File: src/rtl/twi_pkg.sv
package twi_pkg;
   localparam int BYTE_W = 8;

   typedef enum logic [3:0] {
      ST_IDLE,
      ST_DEV,
      ST_DACK,
      ST_WADDR,
      ST_AACK,
      ST_WDATA,
      ST_WACK,
      ST_TX,
      ST_MACK
   } twi_state_e;
endpackage

File: src/rtl/twi_line_sync.sv
module twi_line_sync #(
   parameter int STAGES = 2
) (
   input  logic clk,
   input  logic rst_n,
   input  logic scl_i,
   input  logic sda_i,
   output logic scl_s,
   output logic sda_s,
   output logic scl_rise,
   output logic scl_fall,
   output logic start_det,
   output logic stop_det
);
   localparam int NLINES = 2;

   logic [NLINES-1:0] raw;
   logic [NLINES-1:0] lvl;
   logic [NLINES-1:0] lvl_q;

   assign raw = {scl_i, sda_i};

   generate
      if (STAGES < 2) begin : g_bad_stages
         $error("twi_line_sync needs at least two stages");
      end
      for (genvar g = 0; g < NLINES; g++) begin : g_line
         logic [STAGES-1:0] pipe;
         always_ff @(posedge clk or negedge rst_n) begin
            if (!rst_n) pipe <= '1;
            else        pipe <= {pipe[STAGES-2:0], raw[g]};
         end
         assign lvl[g] = pipe[STAGES-1];
      end
   endgenerate

   always_ff @(posedge clk or negedge rst_n) begin
      if (!rst_n) lvl_q <= '1;
      else        lvl_q <= lvl;
   end

   assign scl_s     = lvl[1];
   assign sda_s     = lvl[0];
   assign scl_rise  = lvl[1] & ~lvl_q[1];
   assign scl_fall  = ~lvl[1] & lvl_q[1];
   assign start_det = lvl[1] & lvl_q[1] & lvl_q[0] & ~lvl[0];
   assign stop_det  = lvl[1] & lvl_q[1] & ~lvl_q[0] & lvl[0];
endmodule

File: src/rtl/twi_word_ctr.sv
module twi_word_ctr #(
   parameter int ADDR_W = 10,
   parameter int HI_W   = 2
) (
   input  logic              clk,
   input  logic              rst_n,
   input  logic              ld_hi_i,
   input  logic [HI_W-1:0]   hi_val_i,
   input  logic              ld_lo_i,
   input  logic [ADDR_W-HI_W-1:0] lo_val_i,
   input  logic              inc_i,
   output logic [ADDR_W-1:0] cnt_o
);
   localparam int LO_W = ADDR_W - HI_W;

   always_ff @(posedge clk or negedge rst_n) begin
      if (!rst_n) begin
         cnt_o <= '0;
      end else if (inc_i) begin
         cnt_o <= cnt_o + 1'b1;
      end else begin
         if (ld_hi_i) cnt_o[ADDR_W-1:LO_W] <= hi_val_i;
         if (ld_lo_i) cnt_o[LO_W-1:0]      <= lo_val_i;
      end
   end

   AST_ADDR_WRAP: assert property (@(posedge clk) disable iff (!rst_n)
      ($past(inc_i) && ($past(cnt_o) == {ADDR_W{1'b1}})) |-> (cnt_o == '0));
endmodule

File: src/rtl/twi_frame_ctrl.sv
module twi_frame_ctrl
   import twi_pkg::*;
#(
   parameter int         HI_W     = 2,
   parameter logic [3:0] DEV_TYPE = 4'b1010
) (
   input  logic              clk,
   input  logic              rst_n,
   input  logic              scl_s,
   input  logic              sda_s,
   input  logic              scl_rise,
   input  logic              scl_fall,
   input  logic              start_det,
   input  logic              stop_det,
   input  logic              strap_i,
   input  logic              busy_i,
   input  logic [BYTE_W-1:0] rd_byte_i,
   output logic              sda_pull_o,
   output logic              ld_hi_o,
   output logic [HI_W-1:0]   hi_val_o,
   output logic              ld_lo_o,
   output logic [BYTE_W-1:0] lo_val_o,
   output logic              inc_o,
   output logic              we_o,
   output logic [BYTE_W-1:0] wdata_o
);
   localparam logic [3:0] BITS_FULL = 4'd8;
   localparam logic [2:0] TX_LAST   = 3'd7;

   twi_state_e        state;
   logic [3:0]        bitcnt;
   logic [BYTE_W-1:0] shreg;
   logic [BYTE_W-1:0] txsh;
   logic [2:0]        txcnt;
   logic              rw_q;
   logic              mack_q;
   logic              have_data;
   logic              byte_end;
   logic              dev_ok;

   assign byte_end = scl_fall && (bitcnt == BITS_FULL);
   assign dev_ok   = (shreg[7:4] == DEV_TYPE) && (shreg[3] == strap_i);
   assign hi_val_o = shreg[HI_W:1];
   assign lo_val_o = shreg;
   assign ld_hi_o  = !busy_i && !start_det && !stop_det && (state == ST_DEV) && byte_end && dev_ok;
   assign ld_lo_o  = !busy_i && !start_det && !stop_det && (state == ST_WADDR) && byte_end;
   assign inc_o    = !busy_i && (state == ST_TX) && scl_fall && (txcnt == TX_LAST);

   always_ff @(posedge clk or negedge rst_n) begin
      if (!rst_n) begin
         state      <= ST_IDLE;
         bitcnt     <= '0;
         shreg      <= '0;
         txsh       <= '0;
         txcnt      <= '0;
         rw_q       <= 1'b0;
         mack_q     <= 1'b0;
         have_data  <= 1'b0;
         sda_pull_o <= 1'b0;
         we_o       <= 1'b0;
         wdata_o    <= '0;
      end else begin
         we_o <= 1'b0;
         if (busy_i) begin
            state      <= ST_IDLE;
            sda_pull_o <= 1'b0;
            have_data  <= 1'b0;
         end else if (start_det) begin
            state      <= ST_DEV;
            bitcnt     <= '0;
            sda_pull_o <= 1'b0;
            have_data  <= 1'b0;
         end else if (stop_det) begin
            state      <= ST_IDLE;
            sda_pull_o <= 1'b0;
            we_o       <= have_data;
            have_data  <= 1'b0;
         end else begin
            unique case (state)
               ST_DEV, ST_WADDR, ST_WDATA: begin
                  if (scl_rise) begin
                     shreg  <= {shreg[BYTE_W-2:0], sda_s};
                     bitcnt <= bitcnt + 4'd1;
                  end
                  if (byte_end) begin
                     bitcnt <= '0;
                     if (state == ST_DEV) begin
                        if (dev_ok) begin
                           state      <= ST_DACK;
                           rw_q       <= shreg[0];
                           sda_pull_o <= 1'b1;
                        end else begin
                           state      <= ST_IDLE;
                           sda_pull_o <= 1'b0;
                        end
                     end else if (state == ST_WADDR) begin
                        state      <= ST_AACK;
                        sda_pull_o <= 1'b1;
                     end else begin
                        state      <= ST_WACK;
                        wdata_o    <= shreg;
                        have_data  <= 1'b1;
                        sda_pull_o <= 1'b1;
                     end
                  end
               end
               ST_DACK: begin
                  if (scl_fall) begin
                     if (rw_q) begin
                        state      <= ST_TX;
                        txsh       <= rd_byte_i;
                        txcnt      <= '0;
                        sda_pull_o <= ~rd_byte_i[BYTE_W-1];
                     end else begin
                        state      <= ST_WADDR;
                        sda_pull_o <= 1'b0;
                     end
                  end
               end
               ST_AACK, ST_WACK: begin
                  if (scl_fall) begin
                     state      <= ST_WDATA;
                     sda_pull_o <= 1'b0;
                  end
               end
               ST_TX: begin
                  if (scl_fall) begin
                     if (txcnt == TX_LAST) begin
                        state      <= ST_MACK;
                        sda_pull_o <= 1'b0;
                     end else begin
                        txcnt      <= txcnt + 3'd1;
                        txsh       <= {txsh[BYTE_W-2:0], 1'b0};
                        sda_pull_o <= ~txsh[BYTE_W-2];
                     end
                  end
               end
               ST_MACK: begin
                  if (scl_rise) mack_q <= ~sda_s;
                  if (scl_fall) begin
                     if (mack_q) begin
                        state      <= ST_TX;
                        txsh       <= rd_byte_i;
                        txcnt      <= '0;
                        sda_pull_o <= ~rd_byte_i[BYTE_W-1];
                     end else begin
                        state      <= ST_IDLE;
                        sda_pull_o <= 1'b0;
                     end
                  end
               end
               default: begin
                  state      <= ST_IDLE;
                  sda_pull_o <= 1'b0;
               end
            endcase
         end
      end
   end

   AST_PULL_LOW_PHASE: assert property (@(posedge clk) disable iff (!rst_n)
      (!$stable(sda_pull_o) && !$past(busy_i)) |-> !$past(scl_s));
   AST_IDLE_QUIET: assert property (@(posedge clk) disable iff (!rst_n)
      (state == ST_IDLE) |-> !sda_pull_o);
   AST_BUSY_SILENT: assert property (@(posedge clk) disable iff (!rst_n)
      $past(busy_i) |-> !sda_pull_o);
   AST_WE_AFTER_STOP: assert property (@(posedge clk) disable iff (!rst_n)
      we_o |-> $past(stop_det));
endmodule

File: src/rtl/twi_mem_slave.sv
module twi_mem_slave #(
   parameter int         ADDR_W      = 10,
   parameter int         HI_W        = 2,
   parameter int         SYNC_STAGES = 2,
   parameter logic [3:0] DEV_TYPE    = 4'b1010
) (
   input  logic              clk,
   input  logic              rst_n,
   input  logic              scl_i,
   input  logic              sda_i,
   input  logic              strap_i,
   input  logic              busy_i,
   input  logic [7:0]        mem_rdata_i,
   output logic              sda_pull_o,
   output logic [ADDR_W-1:0] mem_addr_o,
   output logic              mem_we_o,
   output logic [7:0]        mem_wdata_o
);
   localparam int LO_W = ADDR_W - HI_W;

   generate
      if (LO_W != twi_pkg::BYTE_W) begin : g_bad_split
         $error("word address low part must be one byte");
      end
      if (HI_W != 2) begin : g_bad_hi
         $error("device byte carries exactly two high address bits");
      end
   endgenerate

   logic scl_s, sda_s, scl_rise, scl_fall, start_det, stop_det;
   logic ld_hi, ld_lo, inc;
   logic [HI_W-1:0] hi_val;
   logic [LO_W-1:0] lo_val;

   twi_line_sync #(.STAGES(SYNC_STAGES)) u_sync (
      .clk(clk), .rst_n(rst_n), .scl_i(scl_i), .sda_i(sda_i),
      .scl_s(scl_s), .sda_s(sda_s), .scl_rise(scl_rise), .scl_fall(scl_fall),
      .start_det(start_det), .stop_det(stop_det)
   );

   twi_word_ctr #(.ADDR_W(ADDR_W), .HI_W(HI_W)) u_ctr (
      .clk(clk), .rst_n(rst_n), .ld_hi_i(ld_hi), .hi_val_i(hi_val),
      .ld_lo_i(ld_lo), .lo_val_i(lo_val), .inc_i(inc), .cnt_o(mem_addr_o)
   );

   twi_frame_ctrl #(.HI_W(HI_W), .DEV_TYPE(DEV_TYPE)) u_ctrl (
      .clk(clk), .rst_n(rst_n), .scl_s(scl_s), .sda_s(sda_s),
      .scl_rise(scl_rise), .scl_fall(scl_fall), .start_det(start_det),
      .stop_det(stop_det), .strap_i(strap_i), .busy_i(busy_i),
      .rd_byte_i(mem_rdata_i), .sda_pull_o(sda_pull_o), .ld_hi_o(ld_hi),
      .hi_val_o(hi_val), .ld_lo_o(ld_lo), .lo_val_o(lo_val), .inc_o(inc),
      .we_o(mem_we_o), .wdata_o(mem_wdata_o)
   );
endmodule

File: config.mk
export PLATFORM = sky130hd
export DESIGN_NAME = twi_mem_slave
export DESIGN_NICKNAME = d
export VERILOG_FILES = /design/src/rtl/twi_pkg.sv /design/src/rtl/twi_line_sync.sv /design/src/rtl/twi_word_ctr.sv /design/src/rtl/twi_frame_ctrl.sv /design/src/rtl/twi_mem_slave.sv
export SDC_FILE = /design/constraint.sdc
export NUM_CORES = 1
export LEC_CHECK = 0
export BUFFER_PORTS_ARGS = -buffer_cell sky130_fd_sc_hd__buf_2
export CORE_ASPECT_RATIO = 0.7
export CORE_MARGIN = 2
export CORE_UTILIZATION = 51
export DETAILED_ROUTE_END_ITERATION = 7
export GPL_TIMING_DRIVEN = 0
export HOLD_SLACK_MARGIN = 0.02
export PLACE_DENSITY_LB_ADDON = 0.1
export SLEW_MARGIN = 5
export SYNTH_ARGS = -nofsm -noshare
export SYNTH_HDL_FRONTEND = slang
export SYNTH_SLANG_ARGS = --single-unit
File: constraint.sdc
create_clock -name clk -period 3.2 [get_ports clk]
set_input_delay 0.64 -clock clk [delete_from_list [all_inputs] [get_ports clk]]
set_output_delay 0.64 -clock clk [all_outputs]
set_load 0.01 [all_outputs]
==> results.yml <==
worst_hold_path:
  hold_path_class: "primary input to asynchronous set/reset pin"
sta:
  timing.final.crit_share_pct: 71.06
  max_freq_mhz: 439.8
  finalSetupViolCount: 0
  finClkSkew_ns: 0.008780
  drv_slew: 0
  setup_slack_ns: 0.9262
  fin_tns_setup_ns: 0
  period_needed_ns: 2.274
  relSlewSlack_pct: 44.78
  hold_viol_final: 0
  rsz0062_at_grt: "no"
  tightest_slew_ns: 0.8214
critical_path:
  worstPathArrival_ns: 2.48
  cp.required_ns: 3.41
  reg2reg_from: "u_ctrl.txcnt[0]"
  crit_type: "flip-flop to flip-flop"
  critPathCaptureType: "flip-flop"
  path_max_fanout: 9
  worst-r2r-setup-slack_ns: 0.93
  worst_setup_path_start_kind: "flip-flop"
  reg2reg_to: "u_ctr.cnt_o[2]"
  r2r_cells: 7
placed_design:
  place.gp.congestion: 0.9653
  place_ws_ns: 0.9167
  dp_hpwl_um: 4350
  port-buffer-count: 32
synthesis:
  syn_area_um2: 2849
  ys_seq_elements: 55
  yosysSeqAreaShare_pct: 48.57
  synth_cells: 265
  synth.net_count: 284
  synth_top_area_cell: "dfrtp_1"
  synth_area_leaders: "dfrtp_1, mux2_2, dfstp_2"
  synth_edf_count: 0
  ys.warnings.count: 0
  synthArstFlopShare_pct: 100.0
  synth_cell_types: 54
  synth.most_common_cell: "dfrtp_1"
  synthFlopType: "dfrtp_1"
  yosysTopAreaCellShare_pct: 43.04
  ys_top_cells_by_count: "dfrtp_1, nand2_1, o21ai_0, mux2_2, nor2_1"
  syn_area_per_cell_um2: 10.75
drt:
  via_per_inst: 5.870
  wire_per_inst_um: 16.20
  drtPass1Iterations: 4
  initialDrtViolationCount: 111
  ant_nets: 0
  drc_errors: 0
  vias: 2213
  wl_um: 6108
clock_network:
  cts_made_buffers: 5
  clock-root-buffer: "clkbuf_8"
  insertion_delay_ns: 0.31
  cts_setup_buffers: 0
  hold_buffers: 0
  clock_path_buffers: 2
  clkSlewWorstSetupHoldPaths_ns: 0.10
  clock-sinks: 55
  ctsHtreeMaxLevel: 2
  cts_resized: 0
  cts_tree: "built"
grt:
  antenna_found_initial: 0
  grt_max_degree: 56
  grt_pass1_vias: 2035
  grt_pass1_wl_um: 10160
  grt_usage_pct: 21.25
  grt_overflow: 0
floorplanning:
  rows: 22
  die_area_um2: 6209
  core_um2: 5313
  dieWidth_um: 93.33
  initial_utilization_pct: 53.63
  io_pins: 34
  die_y_um: 66.53
cells_and_area:
  n_antenna_cell: 0
  drive_above_1_share_pct: 25.90
  layout.nets: 323
  syn_to_final_growth_pct: 11.95
outcome:
  status: "completed"
power_and_ir_drop:
  vdd_ir_drop_max_uv: 296.2
  power_density_nw_per_um2: 516.4
  p_leak_nw: 1.534
job:
  cap_violations: 0
==> layer usage <==
layer  GRT usage [%]  vias to the layer above  wire (um)
li1                -                     1059          -
met1           32.84                     1082       3181
met2           30.04                       65       2481
met3           4.412                        7        388
met4           5.882                        0         57
met5               0                        -          0
==> worst max-delay path, cell delays in order, from the launching register on <==
cell	delay, ns
dfrtp_1	0.39
ha_1	0.16
ha_1	0.21
inv_1	0.13
nor4_2	0.74
nand2_1	0.15
xnor2_1	0.15
mux2_2	0.26
==> sequential cells by signal (all words and copies together) (netlist names) <==
name,count
u_ctr.cnt_o,10
u_ctrl.lo_val_o,8
u_ctrl.wdata_o,8
u_ctrl.txsh,7
u_ctrl.bitcnt,4
u_ctrl.state,4
u_sync.g_line.pipe,4
u_ctrl.txcnt,3
u_sync.lvl_q,2
u_ctrl.have_data,1
u_ctrl.mack_q,1
u_ctrl.rw_q,1
u_ctrl.sda_pull_o,1
u_ctrl.we_o,1
==> cell families after synthesis <==
group	Yosys count	synth area share [%]
flops	55	48.57
xor+xnor	3	0.9224
mux	27	10.28
fa+ha+maj	5	2.196
buf+inv	19	2.855
compound gates	59	14.67
simple gates	97	20.51
==> placed cells by master, fill, tap and decap left out, drive strengths merged, types with 6 or more instances in the layout <==
cell,count
mux2,18
clkbuf,8
and3,7
mux2i,9
dfstp,6
inv,9
o21ai,20
buf,40
nor2,14
dfrtp,49
nand2,32
==> power breakdown <==
part	internal (mW)	switching, mW
sequential	0.764	0.0901
combinational	0.189	0.216
clock	0.155	0.233
total	1.11	0.539
==> metrics by stage <==
| step | std cells | hold WS [ns] | power (mW) | utilization [%] | cell area, um2 |
|---|---|---|---|---|---|
| finish | 377 | 0.3405 | 1.647 | 60.03 | 3189 |
| global route | 377 | 0.3698 | 1.738 | 60.03 | 3189 |
| CTS | 377 | 0.3630 | 1.651 | 59.99 | 3187 |
| detailed placement | 369 | 0.3487 | 1.261 | 58.34 | 3099 |
| global placement | 369 | 0.3454 | 1.255 | 58.34 | 3099 |
| floorplan | 265 | 0.3444 | 1.147 | - | 2849 |
==> cell type report <==
cell class                 count  area, um2
multi-input combinational    191       1384
sequential                    55       1384
clock buffer                   5      68.82
timing repair buffer          32      162.7
inverter                       8      30.03
buffer                        11      51.30
tap                           72      90.09
clock inverter                 3      18.77
fill                         467       2123
==> worst max-delay path by stage <==
stage | from | end | slack [ns]
finish | u_ctrl.txcnt[0] | u_ctr.cnt_o[2] | 0.93
global route | u_ctrl.txcnt[0] | u_ctr.cnt_o[2] | 0.77
CTS | u_ctrl.txcnt[0] | u_ctr.cnt_o[2] | 0.89
detailed placement | u_ctrl.txcnt[0] | u_ctr.cnt_o[2] | 0.92
global placement | busy_i | u_ctrl.wdata_o[1] | 0.93
floorplan | busy_i | u_ctrl.wdata_o[0] | 1.07
Note: power is estimated with default switching activity, not from simulation.
